===== config.mk =====
export PLATFORM = sky130hd
export DESIGN_NAME = dpd_sequencer
export DESIGN_NICKNAME = d
export VERILOG_FILES = /design/src/rtl/dpd_pkg.sv /design/src/rtl/dpd_idle_timer.sv /design/src/rtl/dpd_cfg_reg.sv /design/src/rtl/dpd_domain_gate.sv /design/src/rtl/dpd_sequencer.sv
export SDC_FILE = /design/constraint.sdc
export NUM_CORES = 1
export LEC_CHECK = 0
export BUFFER_PORTS_ARGS = -buffer_cell sky130_fd_sc_hd__buf_2
export CAP_MARGIN = 20
export CORE_MARGIN = 10
export CORE_UTILIZATION = 45
export DETAILED_ROUTE_END_ITERATION = 8
export GPL_ROUTABILITY_DRIVEN = 0
export SYNTH_ARGS = -nofsm -noshare
export SYNTH_HDL_FRONTEND = slang
export SYNTH_SLANG_ARGS = --single-unit

===== constraint.sdc =====
create_clock -name clk -period 2.8 [get_ports clk]
set_input_delay 0.56 -clock clk [delete_from_list [all_inputs] [get_ports clk]]
set_output_delay 0.56 -clock clk [all_outputs]
set_load 0.1 [all_outputs]

===== src/rtl/dpd_pkg.sv =====
package dpd_pkg;
   typedef enum logic [1:0] {
      PM_ACTIVE = 2'b00,
      PM_COUNT  = 2'b01,
      PM_DOWN   = 2'b10
   } pm_state_e;

   localparam int CFG_W   = 5;
   localparam int DOM_N   = 4;
   localparam int DOM_CDR = 0;
   localparam int DOM_DAC = 1;
   localparam int DOM_RX  = 2;
   localparam int DOM_PLL = 3;
endpackage


===== src/rtl/dpd_idle_timer.sv =====
module dpd_idle_timer
   import dpd_pkg::*;
#(
   parameter int unsigned IDLE_CYCLES = 800_000_000
) (
   input  logic      clk,
   input  logic      rst,
   input  logic      idle,
   output pm_state_e state_q
);
   localparam int CNT_W = (IDLE_CYCLES > 2) ? $clog2(IDLE_CYCLES) : 1;
   localparam logic [CNT_W-1:0] LAST = CNT_W'(IDLE_CYCLES - 1);

   if (IDLE_CYCLES < 2) begin : g_bad_window
      $error("IDLE_CYCLES must be at least 2");
   end

   logic [CNT_W-1:0] cnt_q;

   always_ff @(posedge clk) begin
      if (rst) begin
         state_q <= PM_ACTIVE;
         cnt_q   <= '0;
      end else begin
         case (state_q)
            PM_ACTIVE: begin
               if (idle) begin
                  state_q <= PM_COUNT;
                  cnt_q   <= CNT_W'(1);
               end
            end
            PM_COUNT: begin
               if (!idle) begin
                  state_q <= PM_ACTIVE;
                  cnt_q   <= '0;
               end else if (cnt_q == LAST) begin
                  state_q <= PM_DOWN;
                  cnt_q   <= '0;
               end else begin
                  cnt_q <= cnt_q + CNT_W'(1);
               end
            end
            PM_DOWN: begin
               if (!idle) state_q <= PM_ACTIVE;
            end
            default: begin
               state_q <= PM_ACTIVE;
               cnt_q   <= '0;
            end
         endcase
      end
   end


   down_entry_chk: assert property (@(posedge clk) disable iff (rst)
      $rose(state_q == PM_DOWN) |-> ($past(state_q) == PM_COUNT && $past(idle)));


   cnt_range_chk: assert property (@(posedge clk) disable iff (rst)
      (32'(cnt_q) < IDLE_CYCLES));


   cnt_restart_chk: assert property (@(posedge clk) disable iff (rst)
      (state_q == PM_COUNT && !idle) |=> (state_q == PM_ACTIVE && cnt_q == '0));
endmodule


===== src/rtl/dpd_cfg_reg.sv =====
module dpd_cfg_reg #(
   parameter int            W         = 5,
   parameter logic [W-1:0]  RESET_VAL = '0
) (
   input  logic         clk,
   input  logic         rst,
   input  logic         we,
   input  logic [W-1:0] wdata,
   output logic [W-1:0] q
);
   always_ff @(posedge clk) begin
      if (rst)     q <= RESET_VAL;
      else if (we) q <= wdata;
   end


   cfg_store_chk: assert property (@(posedge clk) disable iff (rst)
      we |=> (q == $past(wdata)));
endmodule


===== src/rtl/dpd_domain_gate.sv =====
module dpd_domain_gate #(
   parameter int N = 4
) (
   input  logic         in_down,
   input  logic         idle,
   input  logic [N-1:0] mask,
   output logic [N-1:0] pd
);
   for (genvar i = 0; i < N; i++) begin : g_dom
      assign pd[i] = in_down & idle & mask[i];
   end


   always_comb begin
      wake_clear_chk: assert (idle || pd == '0);
   end
endmodule


===== src/rtl/dpd_sequencer.sv =====
module dpd_sequencer
   import dpd_pkg::*;
#(
   parameter int unsigned        IDLE_CYCLES = 800_000_000,
   parameter logic [CFG_W-1:0]   CFG_RESET   = 5'b01111
) (
   input  logic             clk,
   input  logic             rst,
   input  logic             link_up,
   input  logic             tx_en,
   input  logic             cfg_we,
   input  logic [CFG_W-1:0] cfg_wdata,
   output logic [CFG_W-1:0] cfg_rdata,
   output logic             pll_pd,
   output logic             rx_pd,
   output logic             dac_pd,
   output logic             cdr_pd,
   output logic             dac_oe,
   output logic [1:0]       pm_state
);
   logic            idle;
   pm_state_e       state;
   logic [DOM_N-1:0] pd;

   assign idle = !link_up && !tx_en;

   dpd_idle_timer #(.IDLE_CYCLES(IDLE_CYCLES)) u_timer (
      .clk(clk), .rst(rst), .idle(idle), .state_q(state)
   );

   dpd_cfg_reg #(.W(CFG_W), .RESET_VAL(CFG_RESET)) u_cfg (
      .clk(clk), .rst(rst), .we(cfg_we), .wdata(cfg_wdata), .q(cfg_rdata)
   );

   dpd_domain_gate #(.N(DOM_N)) u_gate (
      .in_down(state == PM_DOWN), .idle(idle),
      .mask(cfg_rdata[DOM_N-1:0]), .pd(pd)
   );

   assign pll_pd   = pd[DOM_PLL];
   assign rx_pd    = pd[DOM_RX];
   assign dac_pd   = pd[DOM_DAC];
   assign cdr_pd   = pd[DOM_CDR];
   assign dac_oe   = ~pd[DOM_DAC];
   assign pm_state = state;


   no_pd_outside_chk: assert property (@(posedge clk) disable iff (rst)
      (pm_state != 2'b10) |-> !(pll_pd || rx_pd || dac_pd || cdr_pd));


   dac_hiz_chk: assert property (@(posedge clk) disable iff (rst)
      dac_pd |-> !dac_oe);
endmodule


======== Yosys cells after proc, flatten, opt, wreduce, memory -nomap -nowiden ========
Cells that the tools add are included.
cells by class
  add/sub/neg operators ................... 1
  eq/ne operators ......................... 6
  muxes and demuxes ....................... 9
  bitwise operators ....................... 7
  reductions and logical operators ........ 6
operators with widths
  cell                                                 count
  2-to-1 mux 30 bit                                    3
  one-hot mux 30 bit (3 select lines)                  1
  adder 30 x 1 -> 30 bit, second input constant        1
  equality test 30 bit, second input constant          1
  2-to-1 mux 2 bit                                     4
  one-hot mux 2 bit (3 select lines)                   1
  bitwise AND 1 bit                                    5
  != test 3 bit, second input constant                 1
  AND reduction 3 bit                                  1
  equality test 2 x 1 -> 1 bit, second input constant  1
  equality test 2 bit, second input constant           1
  zero test 1 bit                                      2
  zero test 2 bit                                      1
  != test 2 x 1 -> 1 bit, second input constant        1
  != test 2 bit, second input constant                 1
  NOT 1 bit                                            2
  AND reduction 2 bit                                  1
  logical AND 1 bit                                    1
storage, ports and cells
  register bits ........................... 37
  bits of input ports ..................... 10
  output and inout port bits .............. 12
  logic and storage cells ................. 32

======== Logic depth before layout (Yosys ltp) ========
Gate-level depths: netlist (run 1).
  depth after elaboration ................. 5
  gate-level depth with buffers ........... 8
  mapped depth without buffers ............ 6

======== By module ========
A second synthesis (run 1) with hierarchy kept.
unflattened totals
  cells, all modules ...................... 211
  area total of the unflattened synthesis .. 1821.7 um2
by module, submodules not included
  module           times used  cells each  area an instance (um2)  seq. area each (um2)
  dpd_idle_timer   1           188         1590.3                  640.6
  dpd_cfg_reg      1           16          185.2                   100.1
  dpd_domain_gate  1           4           25.0                    0.0
  dpd_sequencer    1           3           21.3                    0.0

======== Worst setup path before layout (run 1) ========
Ideal clock, no wire load.
  path kind ............................... register to output
  from .................................... register u_timer.state_q[1]
  to ...................................... output port dac_pd
  data arrival time ....................... 3.071 ns
  path slack .............................. -0.831 ns
  cell stages (with the launch flop) ...... 4
  path buffers ............................ 0
  path through ............................ dfxtp_1 -> nor4b_1 -> nand2_1 -> inv_1
on the way
  cells in the longest elaborated chain, start to end .. 3
ends and longest elaborated chain
  item                             line                   source
  from (decl)                      dpd_idle_timer.sv:9    output pm_state_e state_q
  from (signal assigned)           dpd_idle_timer.sv:22   state_q <= PM_ACTIVE;
  from (signal assigned)           dpd_idle_timer.sv:28   state_q <= PM_COUNT;
  from (signal assigned)           dpd_idle_timer.sv:34   state_q <= PM_ACTIVE;
  equality test 2 bit              dpd_sequencer.sv:36    .in_down(state == PM_DOWN), .idle(idle),
  bitwise AND 1 bit (2 in series)  dpd_domain_gate.sv:10  assign pd[i] = in_down & idle & mask[i];
  to (decl)                        dpd_sequencer.sv:16    output logic dac_pd,
Every way passes these cells.

======== Final worst setup path (run 1) ========
  from .................................... input port tx_en
  to ...................................... output port dac_pd
on the way
  cells in the longest elaborated chain, start to end .. 4
ends and longest elaborated chain
  item                             line                   source
  from (decl)                      dpd_sequencer.sv:10    input logic tx_en,
  zero test 1 bit                  dpd_sequencer.sv:25    assign idle = !link_up && !tx_en;
  logical AND 1 bit                dpd_sequencer.sv:25
  bitwise AND 1 bit (2 in series)  dpd_domain_gate.sv:10
Every way passes these cells.

==> results of run 1 <==
[state kept, by name (all words and copies together) (netlist names)]
register / flops
u_cfg.q: 5
u_timer.state_q: 2
u_timer.cnt_q: 30
[layer usage]
metal / vias up / track usage (%) / part of all wire (%)
met2: 17 / 19.8 / 49
met1: 684 / 14.5 / 47
met5: - / 0 / 0
met4: 0 / 4.59 / 1.2
li1: 756 / - / -
met3: 5 / 4.15 / 3.2
[power groups by stage]
stage                     sequential [mW]  combinational (mW)  clock, mW
after floorplan                     0.589              0.0253          0
after global routing                0.539              0.0889      0.504
after CTS                           0.538              0.0845      0.476
after detailed placement            0.550              0.0845          0
final                               0.539              0.0838      0.464
after global placement              0.550              0.0834          0
[worst max path at each step]
| stage | depth (start not counted) | slack (ns) | start | endpoint |
|---|---|---|---|---|
| CTS | 5 | 0.47 | tx_en | dac_pd |
| detailed placement | 5 | 0.47 | tx_en | dac_pd |
| floorplan | 2 | 0.09 | u_cfg.q[1] | dac_pd |
| global placement | 7 | 0.51 | tx_en | u_timer.cnt_q[13] |
| finish | 5 | 0.48 | tx_en | dac_pd |
| global route | 5 | 0.34 | u_timer.cnt_q[4] | u_timer.cnt_q[28] |
[logic make-up (layout without fill, tap and decap cells)]
group | count (synthesis) | count (layout)
AOI/OAI and AO/OA | 22 | 22
xor gates and xnor gates | 24 | 24
adders and majority gates | 1 | 1
buffers and inverters | 15 | 39
DFF | 37 | 37
muxes | 1 | 1
and+or+nand+nor | 103 | 103
[layout by cell type, fill, tap and decap left out, types with 4 or more instances in the layout]
cell / n
inv_1: 4
dfxtp_1: 35
nand2_1: 10
nor2_1: 31
nand4_1: 6
nor2b_1: 4
a211o_1: 4
and2_1: 4
nand3_1: 13
nor4_1: 9
o21ai_0: 5
a21oi_1: 6
clkbuf_8: 6
and3_1: 4
xnor2_1: 15
or3_1: 6
xor2_1: 9
nor3_1: 7
buf_4: 5
buf_2: 21
[worst max-delay path, cell delays in order]
cell,delay [ns]
buf_2,0.11
nor4b_2,0.45
nand2_2,0.14
clkinvlp_4,0.08
buf_2,0.42
[cell type report]
class	instances	area (um^2)	area share, %
clock inverter	1	30.0	1.50
inverter	5	22.5	1.12
tap	48	60.1	2.99
clock buffer	7	86.3	4.30
sequential	37	743	37.1
multi-input combinational	151	921	45.9
timing repair buffer	26	143	7.11
[per-stage QoR]
stage | total power, mW | area (um^2)
after global placement | 0.633 | 1890
after CTS | 1.10 | 2010
after floorplan | 0.614 | 1730
after global routing | 1.13 | 2010
after detailed placement | 0.635 | 1890
final | 1.09 | 2010
==> reports/metrics.cfg, run 1 <==
[outcome]
status=complete, no violations

[power_and_ir_drop]
switching_power_mw=0.244
power_density_nw_per_um2=542
leakage_nw=0.677
p_int_mw=0.842
ir_drop_uv=529
p_clk_share_pct=42.7
seqPwrFrac_pct=49.6
combPwrFrac_pct=7.7
swShare_pct=22.5

[run]
drv_cap=0

[worst_hold_path]
worstHoldEndpoint=u_cfg.q[1]
min_path_type=primary input to flop
min-delay-start=cfg_wdata[1]
holdPathStages=2

[timing]
slew_viol_final=0
final_hold_viol_count=0
timing.fmax_mhz=430
clock_skew_ns=0.00570
period_share_pct=83.0
final.setup.worst_slack_ns=0.476
setup_viol=0
tightest_slew_ns=0.650
period_minus_slack_ns=2.32
finalSetupTns_ns=0
holdWs_ns=0.483
rsz0062_at_grt=false
slew_headroom_pct=56.3

[clocking]
root_buffer=clkbuf_8
clk_latency_ns=0.28
clk_pin_slew_worst_paths_ns=0.07
cts_sinks=37
cts_resized=0
cts_setup_buffers=0
numCtsBuffers=5
clockBufferDepth=2
cts_hold_buf=0
htreeDepth=2
tritoncts=yes

[floorplan]
coreArea_um2=3660
die_x_um=81.7
start_util_pct=46.8
die_area_um2=6670
ioPinCount=22
die_h_um=81.7
rows=22

[place]
portBuffers=21
preCtsSetupSlack_ns=0.473
dp_hpwl_um=2800
place_inst=267

[synthesis]
seq_area_frac_synth_pct=43.2
synth_compound_area_share_pct=8.47
synth_mux_area_share_pct=0.584
syn-num-nets=214
synth_common_cells=dfxtp_1 (37), nor2_1 (31), xnor2_1 (15), nand3_1 (13), nand2_1 (11)
synth_top_family_by_area=simple AND/OR/NAND/NOR gates
ys_warn_count=0
ys_types=35
synth.cell_area_um2=1710
syn_avg_cell_area_um2=8.44
synthSimpleGateAreaFrac_pct=31.2
synth_edf_count=0
synthCells=203
async_flop_share_pct=0
ys_seq_elements=37
synthAdderAreaFrac_pct=0.730
netlist.area_leader.share_pct=43.2
synth_xor_area_share_pct=12.3
ys_top_cells_by_area=dfxtp_1 (43%), xnor2_1 (7.7%), nor2_1 (6.8%)
synth_top_cell_by_area=dfxtp_1
synth.most_common_cell=dfxtp_1
synthFlopType=dfxtp_1

[routing]
drt-initial-drc-count=67
ant_nets=0
vias=1462
dr.pass1.iters=4
wl_per_cell_um=13.5
remaining_drc_errors=0
viasPerCell=5.32
drt_wl_total_um=3730

[worst_setup_path]
r2r-end=u_timer.cnt_q[24]
cp-start-kind=primary input
timing.rr.start=u_timer.cnt_q[4]
crit_required_ns=2.24
crit_type=primary input to primary output
reg2reg_slack_ns=0.48
crit_fanout=5
reg2reg_depth=5
crit_arrival_ns=1.76
cp-end-kind=primary output

[grt]
grt_pass1_wl_um=6430
grt-ovfl-total=0
grt_pass1_vias=1410
grt_antenna_before_repair=0
grt_start_max_net_pins=17
gr-usage-all-layers_pct=12.2

[finish]
fin_util_pct=54.8
drive_gt1_share_pct=17.2
insertedDiodeCount=0
num-nets-final=237
layout.cells.non_filler=275
area_delta_synth_final_pct=17.1
fillers=354

Note: power is estimated with default switching activity, not from simulation.
==> inputs of run 2 (changes only) <==
Settings changed: ABC_AREA from default to 1.
Clock period 2.8 ns to 2.4 ns, I/O delays scaled along.
==> reports/metrics.cfg, run 2 <==
[clocking]
numCtsBuffers=5  ; unchanged
cts_sinks=37  ; unchanged
root_buffer=clkbuf_8
htreeDepth=2  ; unchanged
cts_hold_buf=0  ; unchanged
cts_resized=0  ; unchanged
tritoncts=yes
clk_pin_slew_worst_paths_ns=0.07  ; about the same
clk_latency_ns=0.28  ; about the same
clockBufferDepth=2  ; unchanged
cts_setup_buffers=0  ; unchanged

[synthesis]
netlist.area_leader.share_pct=35.2  ; -8.1 points
synth_common_cells=nand2_1 (64), nor2_1 (43), dfxtp_1 (37), inv_1 (37), nor2_2 (27)
synth_top_cell_by_area=dfxtp_1
synthCells=302  ; +49%
synth.cell_area_um2=2110  ; +23%
synth.most_common_cell=nand2_1
ys_seq_elements=37  ; unchanged
async_flop_share_pct=0  ; unchanged
ys_top_cells_by_area=dfxtp_1 (35%), nand2_1 (11%), nor2_2 (8.0%)
seq_area_frac_synth_pct=35.2  ; -8.1 points
syn_avg_cell_area_um2=6.98  ; -17%
synth_edf_count=0  ; unchanged
ys_types=27  ; -23%
ys_warn_count=0  ; unchanged
syn-num-nets=313  ; +46%
synthFlopType=dfxtp_1

[routing]
drt_wl_total_um=4670  ; +25%
wl_per_cell_um=12.4  ; -8.8%
vias=1854  ; +27%
remaining_drc_errors=0  ; unchanged
dr.pass1.iters=4  ; unchanged
ant_nets=0  ; unchanged
drt-initial-drc-count=103  ; +54%
viasPerCell=4.90  ; -7.7%

[timing]
timing.fmax_mhz=495
final_hold_viol_count=0  ; unchanged
slew_viol_final=0  ; unchanged
holdWs_ns=0.409  ; -0.0736 ns
setup_viol=0  ; unchanged
period_share_pct=84.1
rsz0062_at_grt=false
slew_headroom_pct=67.1  ; +11 points
tightest_slew_ns=0.497  ; -0.153 ns
period_minus_slack_ns=2.02
clock_skew_ns=0.00555  ; -0.000146 ns

[finish]
num-nets-final=337  ; +42%
area_delta_synth_final_pct=13.5
top_register=u_timer.cnt_q
mostFrequentLayoutCells=nand2_1 (63), nor2_1 (40), inv_1 (36)
insertedDiodeCount=0  ; unchanged
drive_gt1_share_pct=23.3  ; +6.1 points
reg.largest.list=u_timer.cnt_q (30), u_cfg.q (5), u_timer.state_q (2)
final_common_cell=nand2_1
largest_register_ffs=30  ; unchanged

[floorplan]
die_x_um=88.4  ; +8.2%
rows=24  ; +9.1%
ioPinCount=22  ; unchanged
die_h_um=88.4  ; +8.2%
coreArea_um2=4440  ; +21%
die_area_um2=7820  ; +17%
start_util_pct=47.4  ; +0.62 points

[power_and_ir_drop]
ir_drop_uv=291  ; -45%
power_density_nw_per_um2=499  ; -7.9%
leakage_nw=0.858  ; +27%
power_mw=1.19  ; +9.9%

[worst_setup_path]
crit_fanout=4  ; -1
crit_arrival_ns=1.54  ; -0.22 ns
cp-end-kind=primary output
crit_required_ns=1.92  ; -0.32 ns
reg2reg_depth=10  ; +5
crit_type=primary input to primary output
cp-start-kind=primary input

[place]
dp_hpwl_um=3630  ; +30%
portBuffers=21  ; unchanged

[grt]
gr-usage-all-layers_pct=13.1  ; +0.92 points
grt_antenna_before_repair=0  ; unchanged
grt_pass1_wl_um=8360  ; +30%
grt-ovfl-total=0  ; unchanged
grt_start_max_net_pins=28  ; +11
grt_pass1_vias=1870  ; +33%

[outcome]
status=complete, no violations

[run]
drv_cap=0  ; unchanged

[worst_hold_path]
holdPathStages=3  ; +1
min_path_type=primary input to flop

-- run 2: cell count changes after synthesis, sizes merged, moves of 5 or more --
cell	delta
or3	-6
clkbuf	-5
xnor2	-9
inv	+35
nor2	+40
nor4	-9
nand2	+61
nand4	+9
-- run 2: logic make-up after synthesis --
| logic type | count (synthesis) | share of synthesized area [%] |
|---|---|---|
| and+or+nand+nor | 187 | 43.5 |
| buffers and inverters | 44 | 9.44 |
| DFF | 37 | 35.2 |
| xor gates and xnor gates | 18 | 7.48 |
| AOI/OAI and AO/OA | 15 | 3.80 |
| adders and majority gates | 1 | 0.594 |
-- run 2: worst paths after layout --
path | start | end | slack [ns]
max | tx_en | pll_pd | 0.38
min | cfg_wdata[0] | u_cfg.q[0] | 0.41
max reg2reg | u_timer.cnt_q[1] | u_timer.cnt_q[18] | 0.69
min reg2reg | u_cfg.q[1] | u_cfg.q[1] | 0.49
-- run 2: report_power, final --
group	internal, mW	leakage [nW]	switching [mW]	total (mW)
clock network	0.228	0.0443	0.209	0.437
logic	0.0239	0.513	0.105	0.129
registers	0.622	0.300	0.00491	0.627
-- run 2: metrics by stage --
step                      cell area, um^2  setup TNS (ns)  util, %  std cells  setup WS [ns]
final                                2390               0     53.8        378          0.381
after detailed placement             2310               0     51.9        371          0.364
after global routing                 2390               0     53.8        378          0.232
after CTS                            2390               0     53.8        378          0.365
after global placement               2310               0     51.9        371          0.409
after floorplan                      2120          -0.352        -        302        -0.0950
-- run 2: critical path, stage by stage --
cell and delay (ns):
buf_2 0.10, nor2_2 0.14, inv_1 0.05, nor3_1 0.23, inv_1 0.17, nor2_2 0.17
buf_12 0.19
-- run 2: cell type report --
| cell class | count | area [um^2] |
|---|---|---|
| Fill cell | 474 | 2050 |
| Clock buffer | 7 | 86.3 |
| Tap cell | 52 | 65.1 |
| Sequential cell | 37 | 744 |
| Inverter | 40 | 154 |
| Timing Repair Buffer | 21 | 165 |
| Multi-Input combinational cell | 221 | 1180 |
-- run 2: metal layers --
layer / up-vias / part of all wire (%) / track usage [%]
met3: 6 / 3.7 / 2.94
met2: 27 / 46 / 21.6
met4: 0 / 1.2 / 4.11
met1: 826 / 49 / 16.5
met5: - / 0 / 0
li1: 995 / - / -
==> inputs of run 3 (changes only) <==
Settings changed: PLACE_DENSITY from default to 0.66.
Clock period 2.4 ns to 1.8 ns, I/O delays scaled along.
==> reports/metrics.cfg, run 3 (synthesis gave the netlist of run 2 again) <==
[worst_setup_path]
cp-start-kind=flop
crit_arrival_ns=1.38  ; -0.16 ns
max_stage_delay_ns=0.42  ; +0.19 ns
cp_slowest_cell=buf_2
crit_fanout=3  ; -1
crit_required_ns=1.44  ; -0.48 ns
worstPathCellList=inv_4 > nor3_4 > buf_4 > nand2_8 > buf_2
cp-end-kind=primary output
crit_type=flop to primary output

[grt]
gr-usage-all-layers_pct=13.6  ; +0.47 points
grt_pass1_wl_um=8450  ; +1.1%
grt_antenna_before_repair=0  ; unchanged
grt_pass1_vias=1904  ; +1.8%
grt-ovfl-total=0  ; unchanged
grt_start_max_net_pins=28  ; unchanged

[clocking]
tritoncts=yes
root_buffer=clkbuf_8
cts_resized=0  ; unchanged
clk_latency_ns=0.29  ; about the same
htreeDepth=2  ; unchanged
cts_setup_buffers=0  ; unchanged
clockBufferDepth=2  ; unchanged
cts_hold_buf=0  ; unchanged
numCtsBuffers=5  ; unchanged
clk_pin_slew_worst_paths_ns=0.07  ; about the same
cts_sinks=37  ; unchanged

[power_and_ir_drop]
leakage_nw=0.924  ; +7.7%
switching_power_mw=0.456  ; +43%
power_density_nw_per_um2=697  ; +40%
p_clk_share_pct=42.5  ; +5.9 points
p_int_mw=1.32  ; +51%
combPwrFrac_pct=10.3  ; -0.5 points
ir_drop_uv=467  ; +60%
seqPwrFrac_pct=47.2  ; -5.3 points
swShare_pct=25.7  ; -1.0 points

[timing]
slew_viol_final=0  ; unchanged
finalSetupTns_ns=0  ; unchanged
setup_viol=0  ; unchanged
timing.fmax_mhz=576
final.setup.worst_slack_ns=0.0636  ; -0.317 ns
tightest_slew_ns=0.495  ; -0.00211 ns
rsz0062_at_grt=false
clock_skew_ns=0.00809  ; +0.00254 ns
period_share_pct=96.5
slew_headroom_pct=67.3  ; +0.14 points
period_minus_slack_ns=1.74
final_hold_viol_count=0  ; unchanged

[routing]
dr.pass1.iters=4  ; unchanged
ant_nets=0  ; unchanged
remaining_drc_errors=0  ; unchanged
drt_wl_total_um=4770  ; +2.2%
drt-initial-drc-count=118  ; +15%
viasPerCell=4.91  ; about the same
vias=1900  ; +2.5%
wl_per_cell_um=12.3  ; -0.15%

[finish]
final_common_cell=nand2_1
num-nets-final=345  ; +2.4%
seq_area_um2=753  ; +1.2%
largest_register_ffs=30  ; unchanged
drive_gt1_share_pct=28.1  ; +4.7 points
fillers=422  ; -11%
mostFrequentLayoutCells=nand2_1 (63), nor2_1 (39), inv_1 (33)
multiInputGateArea_um2=1220  ; +4.0%
area_delta_synth_final_pct=20.7
design_area_um2=2540  ; +6.3%
top_register=u_timer.cnt_q
reg.largest.list=u_timer.cnt_q (30), u_cfg.q (5), u_timer.state_q (2)
insertedDiodeCount=0  ; unchanged

[floorplan]
rows=24  ; unchanged
die_area_um2=7820  ; unchanged
ioPinCount=22  ; unchanged
start_util_pct=47.4  ; unchanged
die_x_um=88.4  ; unchanged
coreArea_um2=4440  ; unchanged
die_h_um=88.4  ; unchanged

[worst_hold_path]
min_path_type=primary input to flop

[place]
preCtsSetupSlack_ns=0.0768  ; -0.287 ns
dp_hpwl_um=3810  ; +5.1%
portBuffers=21  ; unchanged
placed_area_um2=2420  ; +5.0%

[run]
drv_cap=0  ; unchanged

[outcome]
status=complete, no violations

-- run 3: final cells by class --
cell class                      count  area share [%]
Sequential cell                    37            29.6
Timing Repair Buffer               29            8.85
Multi-Input combinational cell    221            48.2
Inverter                           40            6.15
Clock buffer                        6            3.25
Clock inverter                      2            1.43
Tap cell                           52            2.56
-- run 3: power groups by stage --
stage	sequential (mW)	clock (mW)	combinational (mW)
floorplan	0.922	0	0.0889
global placement	0.856	0	0.184
detailed placement	0.856	0	0.185
CTS	0.837	0.775	0.185
global route	0.838	0.812	0.194
finish	0.837	0.753	0.183
-- run 3: worst max-delay path: cells and delay by family (launching register included) --
kind                   cells  cell delay (ns)
and+or+nand+nor            2             0.10
DFF                        1             0.35
buffers and inverters      3             0.64
-- run 3: per-stage QoR --
step / hold WS (ns) / instances / utilization (%) / power, mW
floorplan: 0.419 / 302 / - / 1.01
global placement: 0.484 / 379 / 54.5 / 1.04
detailed placement: 0.489 / 379 / 54.5 / 1.04
CTS: 0.275 / 387 / 57.2 / 1.80
global route: 0.277 / 387 / 57.2 / 1.84
finish: 0.281 / 387 / 57.2 / 1.77
-- run 3: worst paths after layout --
kind / startpoint / to / slack [ns] / cells after the start
max reg2reg: u_timer.cnt_q[0] / u_timer.cnt_q[29] / 0.15 / 10
max: u_timer.state_q[1] / dac_oe / 0.06 / 5
min reg2reg: u_timer.cnt_q[1] / u_timer.cnt_q[1] / 0.50 / 2
min: cfg_wdata[1] / u_cfg.q[1] / 0.28 / 3
-- run 3: metal layers --
metal | GRT usage (%) | part of all wire (%) | routed length (um)
met5 | 0 | 0 | 0
met4 | 6.02 | 1.5 | 70
met3 | 4.32 | 4.3 | 207
met2 | 22.0 | 48 | 2270
met1 | 16.1 | 47 | 2230
